<file path="src/rtl/psram_pkg.sv">
package psram_pkg;

  localparam int DW = 16;
  localparam int LANE_W = 8;
  localparam int LANES = DW / LANE_W;

  typedef enum logic [1:0] {
    ST_IDLE  = 2'd0,
    ST_WR    = 2'd1,
    ST_WHOLD = 2'd2,
    ST_RD    = 2'd3
  } acc_st_t;

  typedef enum logic [1:0] {
    SL_AWAKE = 2'd0,
    SL_SLEEP = 2'd1,
    SL_WAKE  = 2'd2
  } slp_st_t;

  function automatic int ceil_div(input int num, input int den);
    return (num + den - 1) / den;
  endfunction

endpackage

</file>
<file path="src/rtl/psram_wait_cnt.sv">
module psram_wait_cnt #(
  parameter int W = 3
) (
  input  logic         clk,
  input  logic         rst_n,
  input  logic         load,
  input  logic [W-1:0] load_val,
  output logic         zero
);

  logic [W-1:0] cnt;

  always_ff @(posedge clk or negedge rst_n) begin
    if (!rst_n) begin
      cnt <= '0;
    end else if (load) begin
      cnt <= load_val;
    end else if (cnt != '0) begin
      cnt <= cnt - 1'b1;
    end
  end

  assign zero = (cnt == '0);

endmodule

</file>
<file path="src/rtl/psram_sleep_ctl.sv">
module psram_sleep_ctl import psram_pkg::*; #(
  parameter int WAKE_CYCLES = 8
) (
  input  logic clk,
  input  logic rst_n,
  input  logic sleep_req,
  input  logic ctrl_idle,
  output logic zz_n,
  output logic awake,
  output logic lost
);

  localparam int WW = $clog2(WAKE_CYCLES + 1);

  slp_st_t sl;
  logic    wk_load;
  logic    wk_zero;

  assign wk_load = (sl == SL_SLEEP) && !sleep_req;

  psram_wait_cnt #(.W(WW)) u_wake_cnt (
    .clk      (clk),
    .rst_n    (rst_n),
    .load     (wk_load),
    .load_val (WW'(WAKE_CYCLES - 1)),
    .zero     (wk_zero)
  );

  always_ff @(posedge clk or negedge rst_n) begin
    if (!rst_n) begin
      sl   <= SL_AWAKE;
      lost <= 1'b0;
    end else begin
      unique case (sl)
        SL_AWAKE: if (sleep_req && ctrl_idle) begin
          sl   <= SL_SLEEP;
          lost <= 1'b1;
        end
        SL_SLEEP: if (!sleep_req) sl <= SL_WAKE;
        SL_WAKE:  if (wk_zero) sl <= SL_AWAKE;
        default:  sl <= SL_AWAKE;
      endcase
    end
  end

  assign zz_n  = (sl != SL_SLEEP);
  assign awake = (sl == SL_AWAKE);

endmodule

</file>
<file path="src/rtl/psram_ctrl.sv">
module psram_ctrl import psram_pkg::*; #(
  parameter int AW          = 20,
  parameter int CLK_PS      = 20000,
  parameter int ACCESS_NS   = 70,
  parameter int WAKE_CYCLES = 8
) (
  input  logic              clk,
  input  logic              rst_n,
  input  logic              req_valid,
  output logic              req_ready,
  input  logic              req_write,
  input  logic [AW-1:0]     req_addr,
  input  logic [DW-1:0]     req_wdata,
  input  logic [LANES-1:0]  req_be,
  output logic              rsp_valid,
  output logic [DW-1:0]     rsp_rdata,
  input  logic              sleep_req,
  output logic              contents_lost,
  output logic [AW-1:0]     mem_addr,
  output logic              mem_ce_n,
  output logic              mem_we_n,
  output logic              mem_oe_n,
  output logic              mem_ub_n,
  output logic              mem_lb_n,
  output logic              mem_zz_n,
  output logic [DW-1:0]     mem_dq_o,
  output logic              mem_dq_oe,
  input  logic [DW-1:0]     mem_dq_i
);

  localparam int ACC_CYC = ceil_div(ACCESS_NS * 1000, CLK_PS);
  localparam int CW      = $clog2(ACC_CYC + 1);

  acc_st_t          st;
  logic [AW-1:0]    addr_q;
  logic [DW-1:0]    wdata_q;
  logic [LANES-1:0] be_q;
  logic             accept;
  logic             tmr_load;
  logic             tmr_zero;
  logic             awake;
  logic             active;
  logic [LANES-1:0] lane_sel_n;
  logic [DW-1:0]    rd_masked;

  assign req_ready = (st == ST_IDLE) && awake && !sleep_req;
  assign accept    = req_valid && req_ready;
  assign tmr_load  = accept && (req_be != '0);

  psram_wait_cnt #(.W(CW)) u_acc_cnt (
    .clk      (clk),
    .rst_n    (rst_n),
    .load     (tmr_load),
    .load_val (CW'(ACC_CYC - 1)),
    .zero     (tmr_zero)
  );

  psram_sleep_ctl #(.WAKE_CYCLES(WAKE_CYCLES)) u_sleep (
    .clk       (clk),
    .rst_n     (rst_n),
    .sleep_req (sleep_req),
    .ctrl_idle (st == ST_IDLE),
    .zz_n      (mem_zz_n),
    .awake     (awake),
    .lost      (contents_lost)
  );

  always_ff @(posedge clk or negedge rst_n) begin
    if (!rst_n) begin
      st        <= ST_IDLE;
      addr_q    <= '0;
      wdata_q   <= '0;
      be_q      <= '0;
      rsp_valid <= 1'b0;
      rsp_rdata <= '0;
    end else begin
      rsp_valid <= 1'b0;
      unique case (st)
        ST_IDLE: if (accept) begin
          if (req_be == '0) begin
            rsp_valid <= 1'b1;
            rsp_rdata <= '0;
          end else begin
            addr_q  <= req_addr;
            wdata_q <= req_wdata;
            be_q    <= req_be;
            st      <= req_write ? ST_WR : ST_RD;
          end
        end
        ST_WR: if (tmr_zero) st <= ST_WHOLD;
        ST_WHOLD: begin
          st        <= ST_IDLE;
          rsp_valid <= 1'b1;
        end
        ST_RD: if (tmr_zero) begin
          st        <= ST_IDLE;
          rsp_valid <= 1'b1;
          rsp_rdata <= rd_masked;
        end
        default: st <= ST_IDLE;
      endcase
    end
  end

  assign active = (st != ST_IDLE);

  for (genvar g = 0; g < LANES; g++) begin : g_lane
    assign lane_sel_n[g] = ~(active & be_q[g]);
    assign rd_masked[g*LANE_W +: LANE_W] =
      be_q[g] ? mem_dq_i[g*LANE_W +: LANE_W] : '0;
  end

  assign mem_addr  = addr_q;
  assign mem_ce_n  = ~active;
  assign mem_we_n  = (st != ST_WR);
  assign mem_oe_n  = (st != ST_RD);
  assign mem_lb_n  = lane_sel_n[0];
  assign mem_ub_n  = lane_sel_n[LANES-1];
  assign mem_dq_oe = (st == ST_WR) || (st == ST_WHOLD);
  assign mem_dq_o  = wdata_q;

endmodule

</file>
<file path="config.mk">
export PLATFORM = sky130hd
export DESIGN_NAME = psram_ctrl
export DESIGN_NICKNAME = d
export VERILOG_FILES = /design/src/rtl/psram_pkg.sv /design/src/rtl/psram_wait_cnt.sv /design/src/rtl/psram_sleep_ctl.sv /design/src/rtl/psram_ctrl.sv
export SDC_FILE = /design/constraint.sdc
export NUM_CORES = 1
export LEC_CHECK = 0
export BUFFER_PORTS_ARGS = -buffer_cell sky130_fd_sc_hd__clkbuf_2
export CORE_ASPECT_RATIO = 0.9
export CORE_MARGIN = 10
export CORE_UTILIZATION = 52
export DETAILED_ROUTE_END_ITERATION = 7
export PLACE_DENSITY_LB_ADDON = 0.12
export SLEW_MARGIN = 40
export SYNTH_ARGS = -nofsm -noshare
export SYNTH_HDL_FRONTEND = slang
export SYNTH_SLANG_ARGS = --single-unit
export TNS_END_PERCENT = 20
</file>
<file path="constraint.sdc">
create_clock -name clk -period 4.1 [get_ports clk]
set_input_delay 0.82 -clock clk [delete_from_list [all_inputs] [get_ports clk]]
set_output_delay 0.82 -clock clk [all_outputs]
set_load 0.05 [all_outputs]
</file>
Word-level counts from Yosys, hierarchy flattened:

Index checks and enable logic that the tools add are counted.

* register bits: 67
* input port bits: 59
* word-level logic and storage cells: 83

* add/sub/neg operators: 2
* equal/unequal tests: 16
* muxes and demuxes: 24
* bitwise logic cells: 6
* reductions and logical operators: 25

Operator list (count)
* $mux W16: 3
* $pmux W16 S2: 1
* $mux W2: 8
* $mux W8: 2
* $ne A2 B2 Y1 const B: 8
* $reduce_bool A2 Y1: 5
* $mux W4: 2
* $pmux W2 S4: 1
* $reduce_and A4 Y1: 2
* $eq A2 B2 Y1 const B: 3
* $logic_and A1 B1 Y1: 6
* $logic_not A2 Y1: 3
* $mux W3: 2
* $ne A2 B1 Y1 const B: 3
* $pmux W2 S3: 1
* $reduce_and A3 Y1: 2
* $eq A2 B1 Y1 const B: 2
* $logic_not A4 Y1: 1
* $not A1 Y1: 4
* $reduce_bool A4 Y1: 1
* $sub A4 B1 Y4 const B: 1
* $logic_not A3 Y1: 1
* $mux W1: 3
* $pmux W1 S3: 1
* other kinds (6): 7

Longest topological paths before layout:

Gate-level depths: netlist of the first run.

* word-level depth: 6
* mapped depth: 8

By module:

Synthesis of the first run repeated with hierarchy kept, for this count alone.

* cell total of the unflattened synthesis: 223
* area total of the unflattened synthesis: 3090.5 um^2

By module, submodules not included
* psram_ctrl: instances 1, cells each 166, area each 2509.9 um^2, sequential area each 1426.4 um^2
* psram_wait_cnt (u_sleep.u_wake_cnt): instances 1, cells each 22, area each 234.0 um^2, sequential area each 100.1 um^2
* psram_wait_cnt (u_acc_cnt): instances 1, cells each 21, area each 201.4 um^2, sequential area each 75.1 um^2
* psram_sleep_ctl: instances 1, cells each 14, area each 145.1 um^2, sequential area each 75.1 um^2

Least setup slack after synthesis of the first run:

OpenSTA, ideal clock, no wires.

* kind: reg2reg
* start: register st[0]
* end: register addr_q[10], in the netlist mem_addr[10]
* setup time: 0.125 ns
* data arrival time: 2.698 ns
* slack: 1.277 ns
* cell stages (with the launch flop): 9
* buffers on the path: 2
* clock period less this slack: 2.823 ns
* cells stage by stage: dfrtp_1 > inv_1 > ha_1 > nor4b_4 > and2_4 > o21ai_2 > buf_6 > buf_6 > mux2_4

* cells in the longest elaborated chain, start to end: 5

Ends and longest elaborated chain
* from (decl): RTL line psram_ctrl.sv:34 `acc_st_t st;`
* from (signal assigned): RTL line psram_ctrl.sv:87 `st <= req_write ? ST_WR : ST_RD;`
* $logic_not A2 Y1: RTL line psram_ctrl.sv:46 `assign req_ready = (st == ST_IDLE) && awake && !sleep_req;`
* $logic_and A1 B1 Y1 (2 in series): RTL line psram_ctrl.sv:46
* net req_ready: RTL line psram_ctrl.sv:10 `output logic req_ready,`
* $logic_and A1 B1 Y1: RTL line psram_ctrl.sv:47 `assign accept = req_valid && req_ready;`
* $reduce_and A3 Y1 (no source line)
* to (signal assigned): RTL line psram_ctrl.sv:84 `addr_q <= req_addr;`
* to (decl): RTL line psram_ctrl.sv:35 `logic [AW-1:0] addr_q;`

The timed path passes the listed nets, and every way through them passes these cells.
A chain may end at the register's enable or synchronous reset.

Worst setup path after layout of the first run:

* start: register st[0]
* end: output req_ready

* cells in the longest elaborated chain, start to end: 3

Ends and longest elaborated chain (RTL line)
* $logic_not A2 Y1: psram_ctrl.sv:46
* $logic_and A1 B1 Y1 (2 in series): psram_ctrl.sv:46
* to (decl): psram_ctrl.sv:10

No other way between the ends.

==> results of run 1 <==
-- metal layers --
metal / wire [um] / up-vias
met5: 0 / -
met4: 44 / 0
met3: 513 / 5
met2: 3309 / 70
met1: 2840 / 992
li1: - / 991
-- Yosys cell counts --
cell	n	area, um^2
sky130_fd_sc_hd__nor2_1	5	18.77
sky130_fd_sc_hd__mux2i_1	1	10.01
sky130_fd_sc_hd__nor3_1	2	10.01
sky130_fd_sc_hd__mux2_4	17	255.2
sky130_fd_sc_hd__mux2_2	36	405.4
sky130_fd_sc_hd__o21ai_2	1	8.760
sky130_fd_sc_hd__and2_4	1	8.760
sky130_fd_sc_hd__o21ai_0	3	15.01
sky130_fd_sc_hd__a21oi_1	3	15.01
sky130_fd_sc_hd__a22o_1	2	17.52
sky130_fd_sc_hd__nor4b_1	1	8.760
sky130_fd_sc_hd__nor3b_1	2	15.01
sky130_fd_sc_hd__inv_1	12	45.04
sky130_fd_sc_hd__nand2_1	11	41.29
sky130_fd_sc_hd__buf_6	4	45.04
sky130_fd_sc_hd__ha_1	7	87.58
sky130_fd_sc_hd__a221oi_1	1	8.760
sky130_fd_sc_hd__dfrtp_1	67	1677
sky130_fd_sc_hd__buf_2	2	10.01
sky130_fd_sc_hd__nor4b_4	1	23.77
sky130_fd_sc_hd__or3_1	1	6.260
sky130_fd_sc_hd__a31oi_1	2	12.51
sky130_fd_sc_hd__o211ai_1	2	15.01
sky130_fd_sc_hd__nand3_1	1	5.000
sky130_fd_sc_hd__o211ai_4	1	21.27
sky130_fd_sc_hd__and3_1	16	100.1
sky130_fd_sc_hd__a32oi_1	1	8.760
sky130_fd_sc_hd__nand2b_1	4	25.02
sky130_fd_sc_hd__clkbuf_1	2	7.510
sky130_fd_sc_hd__and2_1	1	6.260
sky130_fd_sc_hd__xnor2_1	2	17.52
sky130_fd_sc_hd__nor2b_1	1	6.260
sky130_fd_sc_hd__o41ai_1	1	8.760
-- state kept, by name, indices dropped and copies added (netlist names) --
register	count
mem_addr	20
mem_dq_o	16
rsp_rdata	16
u_sleep.u_wake_cnt.cnt	4
u_acc_cnt.cnt	3
be_q	2
st	2
u_sleep.sl	2
rsp_valid	1
u_sleep.lost	1
-- kinds of logic after synthesis --
group / after synthesis / share of synthesized area [%]
DFF: 67 / 56.52
muxes: 54 / 22.61
and+or+nand+nor: 47 / 9.279
buffers and inverters: 20 / 3.627
AOI/OAI and AO/OA: 17 / 4.428
adders and majority gates: 7 / 2.952
xor gates and xnor gates: 2 / 0.5906
-- worst reg2reg max path: stages, from the launching register on --
cell	delay (ns)
sky130_fd_sc_hd__dfrtp_1	0.40
sky130_fd_sc_hd__inv_1	0.08
sky130_fd_sc_hd__ha_1	0.30
sky130_fd_sc_hd__nor4b_4	0.17
sky130_fd_sc_hd__and2_4	0.20
sky130_fd_sc_hd__o21ai_4	0.05
sky130_fd_sc_hd__buf_4	0.44
sky130_fd_sc_hd__mux2_2	0.42
-- power groups by stage --
stage | Combinational (uW) | Sequential, uW | Clock (uW)
after CTS | 1870 | 1110 | 485
after detailed placement | 1870 | 1110 | 0
after floorplan | 741 | 1810 | 0
after global placement | 1840 | 1110 | 0
after global routing | 1950 | 1150 | 512
final | 1840 | 1110 | 467
-- worst paths after layout --
check	to	slack, ns	start	depth (start not counted)
min	u_sleep.lost	0.48	u_sleep.lost	2
max reg2reg	mem_dq_o[1]	1.93	st[0]	7
min reg2reg	u_sleep.lost	0.48	u_sleep.lost	2
max in group asynchronous	rsp_rdata[3]	2.60	rst_n	2
min in group asynchronous	rsp_rdata[0]	0.52	rst_n	1
max	req_ready	1.53	st[0]	4
-- stage by stage --
| stage | instances | setup WS (ns) | total power (uW) | hold slack (ns) | utilization [%] |
|---|---|---|---|---|---|
| after global placement | 398 | 1.794 | 2946 | 0.4442 | 64.60 |
| after global routing | 412 | 1.421 | 3608 | 0.5089 | 67.58 |
| after detailed placement | 398 | 1.755 | 2979 | 0.4583 | 64.60 |
| after floorplan | 214 | 1.277 | 2553 | 0.4667 | - |
| after CTS | 412 | 1.485 | 3459 | 0.4815 | 67.58 |
| final | 412 | 1.529 | 3411 | 0.4806 | 67.58 |
-- final cells by class --
class,count,area [um^2]
tap,70,87.58
fill,423,1814
sequential,67,1677
clock inverter,3,15.01
timing repair buffer,122,615.6
clock buffer,11,151.4
multi-input combinational,127,1190
inverter,12,45.04
==> run summary, run 1 <==
Status: finished clean
IO Port Bufs: 120
Critical Path Slowest Stage Cell: sky130_fd_sc_hd__dfrtp_1
Critical path, cell by cell: inv_1 > ha_1 > nor4b_4 > clkbuf_2
Largest delay contributor family on the critical path: buffers and inverters
Total Die Area: 0.009130 mm^2
DR vias/cell: 4.995
Fraction of power consumed by combinational cells: 53.9%
Post-route clock period utilization: 62.70%
Initial antenna violation count: 0
Register clock-pin slew on the reported worst setup and hold paths: 0.06 ns
Area growth syn-to-layout: 27.46%
Global-route usage over all layers: 14.59%
Skew final: 0.007954 ns
Transition time at the pin with the least slew margin: 0.6928 ns
I/O Pins: 121
Number of buffers inserted for hold repair after clock tree synthesis: 0
Sw Ratio: 49.55%
Std-Cell Rows: 26
Diodes inserted: 0
Grt met3 use: 6.752%
Gp weighted congestion: 0.7493
Most frequent standard cell in the layout excluding fill and tap cells: sky130_fd_sc_hd__clkbuf_2
Syn Inst Count: 214
Number of nets with antenna violations after detailed routing: 0
Inserted Clock Buffers: 9
Clk Tree Root Cell: sky130_fd_sc_hd__clkbuf_8
Core Box Area: 0.005595 mm^2
Drt first-iter violations: 48
Maximum number of buffers from clock root to sink: 2
Leakage power total: 0.002084 uW
Mean area per synthesized cell: 13.86 um^2
Clock network power share: 13.7%
Final cell area excluding filler cells: 0.003781 mm^2
Pre-Repair DR Iteration Count: 4
Total negative slack: 0 ns
Critical path class: flop to output pin
Clock tree from TritonCTS: built
Overall via count from detail_route: 2058
Final number of max-transition violations: 0
Biggest cell delay along the critical path: 0.41 ns
Insertion delay of the later-clocked pin in the worst-skew pair: 0.33 ns
Count of nets after finishing: 405
Met1 usage: 16.97%
HP Class: flop to flop
Most used routing layer: met2
Max rail drop VDD: 0.5940 mV
Kind of start point of the critical path: flop
Post-Place Cell Area: 0.003615 mm^2
Net count after synthesis: 280
Final setup violation count: 0
H-tree depth: 3
Count of endpoints failing hold in the final timing report: 0
Number of global-route vias before repair: 2171
Horizontal die dimension: 99.62 um
Final critical path time including I/O delays and setup: 2.571 ns
Summed instance area of the synthesized netlist: 0.002967 mm^2
Data required time of the critical path: 3.28 ns
Estimated wirelength of the detail-placed design: 5.147 mm
Wire length of the first global-routing pass: 10.74 mm
Count of distinct cell types in the synthesized netlist: 33
Critical path fanouts, max: 9
Max Freq: 389.0 MHz
Buffering stage count on the worst path with inverters included: 2
Count of synthesis-stage warnings from yosys: 0
Setup Fix Bufs, Post-CTS: 0
Detail-routed net length per standard cell: 16.28 um
Height of the die: 91.66 um
Number of sinks on the clock net: 67
Cell internal power dissipation: 1721 uW
Setup repair after global routing missed its margin: no
Relative contribution of sequential cells to total power: 32.4%
Tightest slew margin relative to the limit: 53.59%
Maximum number of pins on one net before global-route repair: 41
Total power per unit cell area: 902.2 mW/mm^2
Count of instances resized after the clock tree is built: 0
Maximum Capacitance Violations: 0
Initial Util: 53.02%
FF+latch count, synth: 67
Met2 demand-to-capacity share in global routing: 23.75%
Sum of overflow across all layers after global routing: 0
Final wirelength: 6.708 mm
Psw: 1690 uW
# DRC: 0
Data arrival at the endpoint of the critical path: 1.75 ns
Layout cells sized above 1: 56.43%
Register area share after synthesis: 56.52%
Endpoint kind of the worst setup timing path: output pin
Commonest non-fill, non-tap cells in the layout: sky130_fd_sc_hd__clkbuf_2, sky130_fd_sc_hd__dfrtp_1, sky130_fd_sc_hd__mux2_2
Power figures use the tool's default switching activity.
==> inputs of run 2 (changes only) <==
Settings changed: CORE_UTILIZATION 52 to 43.
Clock period 4.1 ns to 2.35 ns, I/O delays scaled along.
==> run 2 against run 1 <==
Against the previous run: sequential share of layout area decreased by 1.8 points; combinational power up 77%; die area rose by 16%; routed wire length up 3.9%; global-route usage decreased by 1.5 points; cell area grew 4.2%.
==> run summary, run 2 (synthesis gave the netlist of run 1 again) <==
Std-Cell Rows: 28 (+7.7%)
Detail-routed net length per standard cell: 15.99 um (-1.8%)
Wire length of the first global-routing pass: 11.11 mm (+3.5%)
Core Box Area: 0.006656 mm^2 (+19%)
Most used routing layer: met2
Drt first-iter violations: 47 (-2.1%)
Clk Tree Root Cell: sky130_fd_sc_hd__clkbuf_8
# DRC: 0 (unchanged)
Final number of max-transition violations: 0 (unchanged)
Worst reg2reg path startpoint: st[0]
Number of instances in the placed design: 420 (+5.5%)
Biggest cell delay along the critical path: 0.43 ns (+0.02 ns)
H-tree depth: 3 (unchanged)
Sw Ratio: 47.44% (-2.1 points)
Endpoint kind of the worst setup timing path: output pin
Psw: 3021 uW (+79%)
Status: finished clean
Clock network power share: 18.5% (+4.8 points)
Largest delay contributor family on the critical path: flip-flops
Clock tree from TritonCTS: built
Post-Place Cell Area: 0.003692 mm^2 (+2.1%)
Final cell area excluding filler cells: 0.003941 mm^2 (+4.2%)
Insertion delay of the later-clocked pin in the worst-skew pair: 0.34 ns (about the same)
Post-Route Utilization: 59.21% (-8.4 points)
Total power per unit cell area: 1616 mW/mm^2 (+79%)
I/O Pins: 121 (unchanged)
Horizontal die dimension: 107.6 um (+8.0%)
Met2 demand-to-capacity share in global routing: 21.14% (-2.6 points)
Commonest non-fill, non-tap cells in the layout: sky130_fd_sc_hd__clkbuf_2, sky130_fd_sc_hd__dfrtp_1, sky130_fd_sc_hd__mux2_2
Post-route clock period utilization: 87.17%
Largest register FFs: 20 (unchanged)
Area growth syn-to-layout: 32.86%
Kind of start point of the critical path: flop
Final critical path time including I/O delays and setup: 2.049 ns
Number of sinks on the clock net: 67 (unchanged)
Maximum Capacitance Violations: 0 (unchanged)
Setup Fix Bufs, Post-CTS: 0 (unchanged)
Setup repair after global routing missed its margin: no
Count of endpoints failing hold in the final timing report: 0 (unchanged)
Critical path fanouts, max: 9 (unchanged)
Layout filler cell count: 581 (+37%)
Register clock-pin slew on the reported worst setup and hold paths: 0.07 ns (about the same)
Buffering stage count on the worst path with inverters included: 2 (unchanged)
Skew final: 0.007643 ns (-0.0003103 ns)
Leakage power total: 0.002137 uW (+2.5%)
Fraction of power consumed by combinational cells: 51.0% (-2.9 points)
Max Freq: 488.1 MHz
Inserted Clock Buffers: 9 (unchanged)
Crit path depth: 4 (unchanged)
Diodes inserted: 0 (unchanged)
Crit. Startpoint: st[0]
Sum of overflow across all layers after global routing: 0 (unchanged)
Global-route usage over all layers: 13.07% (-1.5 points)
Number of nets with antenna violations after detailed routing: 0 (unchanged)
IO Port Bufs: 120 (unchanged)
Final wirelength: 6.970 mm (+3.9%)
Max rail drop VDD: 0.8825 mV (+49%)
Critical path class: flop to output pin
HP Class: input pin to async pin
Data arrival at the endpoint of the critical path: 1.58 ns (-0.17 ns)
Non-filler cells, final: 436 (+5.8%)
Grt met3 use: 6.380% (-0.37 points)
Hold_ws: 0.1782 ns (-0.3024 ns)
Gp weighted congestion: 0.7417 (-1.0%)
Total Die Area: 0.01063 mm^2 (+16%)
Initial Util: 44.57% (-8.5 points)
Most frequent standard cell in the layout excluding fill and tap cells: sky130_fd_sc_hd__clkbuf_2
Initial antenna violation count: 0 (unchanged)
Final setup violation count: 0 (unchanged)
Overall via count from detail_route: 2077 (+0.92%)
Met1 usage: 14.98% (-2.0 points)
Height of the die: 98.80 um (+7.8%)
Critical Path Slowest Stage Cell: sky130_fd_sc_hd__dfrtp_1
Critical path, cell by cell: inv_2 > ha_4 > nor4b_4 > clkbuf_2
Maximum number of buffers from clock root to sink: 2 (unchanged)
Number of buffers inserted for hold repair after clock tree synthesis: 0 (unchanged)
Estimated wirelength of the detail-placed design: 5.452 mm (+5.9%)
Count of nets after finishing: 407 (+0.49%)
Maximum number of pins on one net before global-route repair: 32 (-22%)
Transition time at the pin with the least slew margin: 0.7920 ns (+0.09924 ns)
Count of instances resized after the clock tree is built: 0 (unchanged)
Tightest slew margin relative to the limit: 47.00% (-6.6 points)
Data required time of the critical path: 1.88 ns (-1.40 ns)
Relative contribution of sequential cells to total power: 30.4% (-2.0 points)
Layout cells sized above 1: 57.80% (+1.4 points)
Cells on worst reg2reg path: 5 (-2)
Cell internal power dissipation: 3347 uW (+94%)
DR vias/cell: 4.764 (-4.6%)
Number of global-route vias before repair: 2201 (+1.4%)
Pre-Repair DR Iteration Count: 4 (unchanged)
run 2: path summary, 6_finish.rpt:
kind / endpoint / slack (ns)
worst max-delay path: req_ready / 0.30
worst min-delay path: mem_addr[10] / 0.18
worst max register to register: rsp_rdata[5] / 0.31
worst min register to register: u_sleep.lost / 0.47
max in group asynchronous: rsp_rdata[1] / 1.57
min in group clk: mem_dq_o[12] / 0.36
run 2: worst reg2reg max path: stages, from the launching register on:
cell                       delay (ns)
sky130_fd_sc_hd__dfrtp_1         0.43
sky130_fd_sc_hd__ha_1            0.34
sky130_fd_sc_hd__inv_1           0.11
sky130_fd_sc_hd__nor2_1          0.07
sky130_fd_sc_hd__o211ai_4        0.57
sky130_fd_sc_hd__mux2_2          0.41
run 2: per-layer routing:
metal	vias to the layer above	wire [um]	part of all wire (%)
met5	-	0	0
met4	0	42	0.60
met3	5	597	8.6
met2	80	3344	48
met1	989	2986	43
li1	1003	-	-
run 2: final cells by class:
cell class,count,area [um^2],area share (%)
tap,90,112.6,2.857
inverter,12,45.04,1.143
clock inverter,6,111.4,2.825
multi-input combinational,127,1202,30.51
timing repair buffer,124,655.6,16.63
clock buffer,10,137.6,3.492
sequential,67,1677,42.54
run 2: power groups by stage:
stage	sequential, uW	clock [uW]	combinational [uW]
6_report	1940	1180	3250
5_1_grt	2010	1270	3450
4_1_cts	1940	1220	3300
3_5_place_dp	1960	0	3300
3_3_place_gp	1940	0	3270
2_1_floorplan	3160	0	1350
run 2: per-stage QoR:
stage / setup slack (ns) / setup TNS [ns] / power, uW
finish: 0.3014 / 0 / 6368
detailed placement: 0.2996 / 0 / 5257
global route: 0.1480 / 0 / 6731
CTS: 0.2544 / 0 / 6466
global placement: 0.3477 / 0 / 5211
floorplan: -0.1081 / -0.7567 / 4514
==> inputs of run 3 (changes only) <==
Settings changed: ABC_AREA set to 1, BUFFER_PORTS_ARGS -buffer_cell sky130_fd_sc_hd__clkbuf_2 to -buffer_cell sky130_fd_sc_hd__buf_2.
==> run 3 against run 2 <==
Against the previous run: die area grew 0.85%; global-route usage grew 1.8 points; maximum frequency shrank 5.0%; area after synthesis grew 1.1%; cell area shrank 1.4%; non-clock buffer count grew 2; register-to-register slack gained 0.21 ns.
==> run summary, run 3 <==
Status: finished clean
Tightest slew margin relative to the limit: 55.50% (+8.5 points)
Max rail drop VDD: 0.7197 mV (-18%)
Estimated wirelength of the detail-placed design: 5.781 mm (+6.0%)
Drt first-iter violations: 81 (+72%)
Final wirelength: 7.916 mm (+14%)
Total negative slack: 0 ns (unchanged)
Overall via count from detail_route: 2685 (+29%)
Setup repair after global routing missed its margin: no
Commonest non-fill, non-tap cells in the layout: sky130_fd_sc_hd__nand2_1, sky130_fd_sc_hd__buf_2, sky130_fd_sc_hd__dfrtp_1
Mean area per synthesized cell: 8.374 um^2 (-40%)
Initial Util: 44.80% (+0.23 points)
Kind of start point of the critical path: flop
Count of nets after finishing: 548 (+35%)
Count of endpoints failing hold in the final timing report: 0 (unchanged)
Post-synth EDFFs: 0 (unchanged)
Psw: 2737 uW (-9.4%)
DR vias/cell: 4.661 (-2.1%)
Clock network power share: 17.5% (-1.0 points)
Relative contribution of sequential cells to total power: 32.5% (+2.1 points)
Skew final: 0.006829 ns (-0.0008145 ns)
Final number of max-transition violations: 0 (unchanged)
FF+latch count, synth: 67 (unchanged)
Total power per unit cell area: 1407 mW/mm^2 (-13%)
Non-filler cells, final: 576 (+32%)
Pre-Repair DR Iteration Count: 4 (unchanged)
Transition time at the pin with the least slew margin: 0.6665 ns (-0.1255 ns)
Largest register FFs: 20 (unchanged)
Final cell area excluding filler cells: 0.003887 mm^2 (-1.4%)
Clock tree from TritonCTS: built
Critical path, cell by cell: inv_1 > ha_2 > inv_2 > nor2_4 > nand2_1 > inv_1 > buf_2
Summed instance area of the synthesized netlist: 0.002998 mm^2 (+1.1%)
Critical Path Slowest Stage Cell: sky130_fd_sc_hd__dfrtp_1
Wire length of the first global-routing pass: 12.97 mm (+17%)
Diodes inserted: 0 (unchanged)
Setup Fix Bufs, Post-CTS: 0 (unchanged)
Async set-reset flop share out of synthesis: 100.0% (unchanged)
Register area share after synthesis: 55.93% (-0.59 points)
Register clock-pin slew on the reported worst setup and hold paths: 0.07 ns (about the same)
Maximum number of pins on one net before global-route repair: 68 (+110%)
H-tree depth: 3 (unchanged)
Post-Place Cell Area: 0.003691 mm^2 (about the same)
Layout cells sized above 1: 30.66% (-27 points)
Number of nets with antenna violations after detailed routing: 0 (unchanged)
Total Die Area: 0.01072 mm^2 (+0.85%)
Synth area leaders: sky130_fd_sc_hd__dfrtp_1, sky130_fd_sc_hd__nand2_1, sky130_fd_sc_hd__inv_1
Most instantiated flip-flop cell in the synthesis netlist: sky130_fd_sc_hd__dfrtp_1
Crit. Startpoint: st[1]
Count of distinct cell types in the synthesized netlist: 24 (-27%)
Sw Ratio: 50.05% (+2.6 points)
Critical path fanouts, max: 7 (-2)
Clk Tree Root Cell: sky130_fd_sc_hd__clkbuf_8
Count of synthesis-stage warnings from yosys: 0 (unchanged)
Detail-routed net length per standard cell: 13.74 um (-14%)
Max Freq: 463.9 MHz (-5.0%)
Post-synthesis cell type with the largest combined area: sky130_fd_sc_hd__dfrtp_1
Number of global-route vias before repair: 2675 (+22%)
Ranking of synthesized cells by instance count: sky130_fd_sc_hd__nand2_1, sky130_fd_sc_hd__dfrtp_1, sky130_fd_sc_hd__inv_1
Biggest cell delay along the critical path: 0.42 ns (about the same)
Endpoint kind of the worst setup timing path: output pin
Synth top area share: 55.93% (-0.59 points)
Maximum Capacitance Violations: 0 (unchanged)
Data arrival at the endpoint of the critical path: 1.69 ns (+0.11 ns)
Post-route clock period utilization: 91.73% (+4.6 points)
Horizontal die dimension: 108.0 um (+0.43%)
Initial antenna violation count: 0 (unchanged)
Final critical path time including I/O delays and setup: 2.156 ns (+0.1070 ns)
# DRC: 0 (unchanged)
Inserted Clock Buffers: 9 (unchanged)
Most frequent standard cell in the layout excluding fill and tap cells: sky130_fd_sc_hd__nand2_1
Std-Cell Rows: 28 (unchanged)
CP most frequent cell: sky130_fd_sc_hd__inv_1
Gp weighted congestion: 0.7573 (+2.1%)
Number of buffers inserted for hold repair after clock tree synthesis: 0 (unchanged)
Cell internal power dissipation: 2732 uW (-18%)
Data required time of the critical path: 1.88 ns (about the same)
Fraction of power consumed by combinational cells: 50.0% (-1.0 points)
Power, Total: 5468 uW (-14%)
HP Class: input pin to async pin
Final setup violation count: 0 (unchanged)
Leakage power total: 0.002336 uW (+9.3%)
Number of sinks on the clock net: 67 (unchanged)
Core Box Area: 0.006691 mm^2 (+0.53%)
Global-route usage over all layers: 14.86% (+1.8 points)
Maximum number of buffers from clock root to sink: 2 (unchanged)
Net count after synthesis: 424 (+51%)
Insertion delay of the later-clocked pin in the worst-skew pair: 0.33 ns (about the same)
Area growth syn-to-layout: 29.67%
Layout filler cell count: 655 (+13%)
Worst reg2reg path startpoint: st[0]
Sum of overflow across all layers after global routing: 0 (unchanged)
Most frequent cell after synthesis: sky130_fd_sc_hd__nand2_1
I/O Pins: 121 (unchanged)
IO Port Bufs: 120 (unchanged)
Critical path class: flop to output pin
Syn Inst Count: 358 (+67%)
Height of the die: 99.21 um (+0.41%)
Number of instances in the placed design: 561 (+34%)
## run 3: cell count changes after synthesis, moves of 16 or more
cell,change
sky130_fd_sc_hd__nand2_1,+161
sky130_fd_sc_hd__mux2_2,-36
sky130_fd_sc_hd__mux2_4,-17
sky130_fd_sc_hd__nor2_1,+18
sky130_fd_sc_hd__inv_1,+19
sky130_fd_sc_hd__and3_1,-16
sky130_fd_sc_hd__nand4_1,+18
## run 3: worst max-delay path: cells and delay by family (launching register included)
kind	cells	cell delay (ns)
buffers and inverters	4	0.51
and+or+nand+nor	2	0.18
DFF	1	0.42
adders and majority gates	1	0.26
## run 3: through the flow
step	util, %	hold WS [ns]	setup slack, ns
2_1_floorplan	-	0.1744	0.1688
3_5_place_dp	55.16	0.4530	0.3708
3_3_place_gp	55.16	0.4499	0.5051
5_1_grt	58.10	0.1593	0.06186
6_report	58.10	0.1410	0.1944
4_1_cts	58.06	0.1602	0.06848
## run 3: path summary, 6_finish.rpt
| path | endpoint | slack, ns | cells after the start |
|---|---|---|---|
| hold / removal | mem_addr[14] | 0.14 | 2 |
| max in group asynchronous | mem_dq_o[15] | 1.90 | 2 |
| setup / recovery | req_ready | 0.19 | 7 |
| setup reg to reg | u_acc_cnt.cnt[0] | 0.52 | 8 |
| min in group clk | mem_dq_o[10] | 0.33 | 3 |
| hold reg to reg | u_sleep.lost | 0.46 | 1 |
## run 3: routing by layer
layer  up-vias  global-route usage (%)  share of wire [%]
met5         -                       0                  0
met4         0                   4.620               0.77
met3         5                   6.258                9.2
met2        79                   24.40                 49
met1      1250                   17.18                 41
li1       1351                       -                  -
## run 3: power groups by stage
stage | Sequential [uW] | Clock, uW | Combinational [uW]
5_1_grt | 1840 | 1030 | 2980
4_1_cts | 1780 | 986 | 2770
2_1_floorplan | 2870 | 0 | 1000
3_3_place_gp | 1790 | 0 | 2720
3_5_place_dp | 1800 | 0 | 2770
6_report | 1780 | 956 | 2730
## run 3: cells by family (layout without fill, tap and decap cells)
logic type / Yosys count / after routing / synth area share [%]
AND/OR/NAND/NOR: 227 / 227 / 32.01
flip-flops: 67 / 67 / 55.93
buffers and inverters: 46 / 174 / 6.719
AO/OA/AOI/OAI: 10 / 10 / 2.129
adder cells (fa/ha/maj): 7 / 7 / 2.921
XOR/XNOR: 1 / 1 / 0.2922
## run 3: final cells by class
| type | count | area, um^2 | area share, % |
|---|---|---|---|
| Clock buffer | 13 | 158.9 | 4.088 |
| Clock inverter | 2 | 35.03 | 0.9012 |
| Inverter | 33 | 123.9 | 3.186 |
| Timing Repair Buffer | 126 | 658.1 | 16.93 |
| Tap cell | 90 | 112.6 | 2.897 |
| Sequential cell | 67 | 1677 | 43.13 |
| Multi-Input combinational cell | 245 | 1122 | 28.87 |
## run 3: what timing repair did
| item | in CTS | in global routing |
|---|---|---|
| setup endpoints to repair | 0 | 1 |
| gates resized for setup | 0 | 1 |
| endpoints found under the hold margin | 0 | 0 |
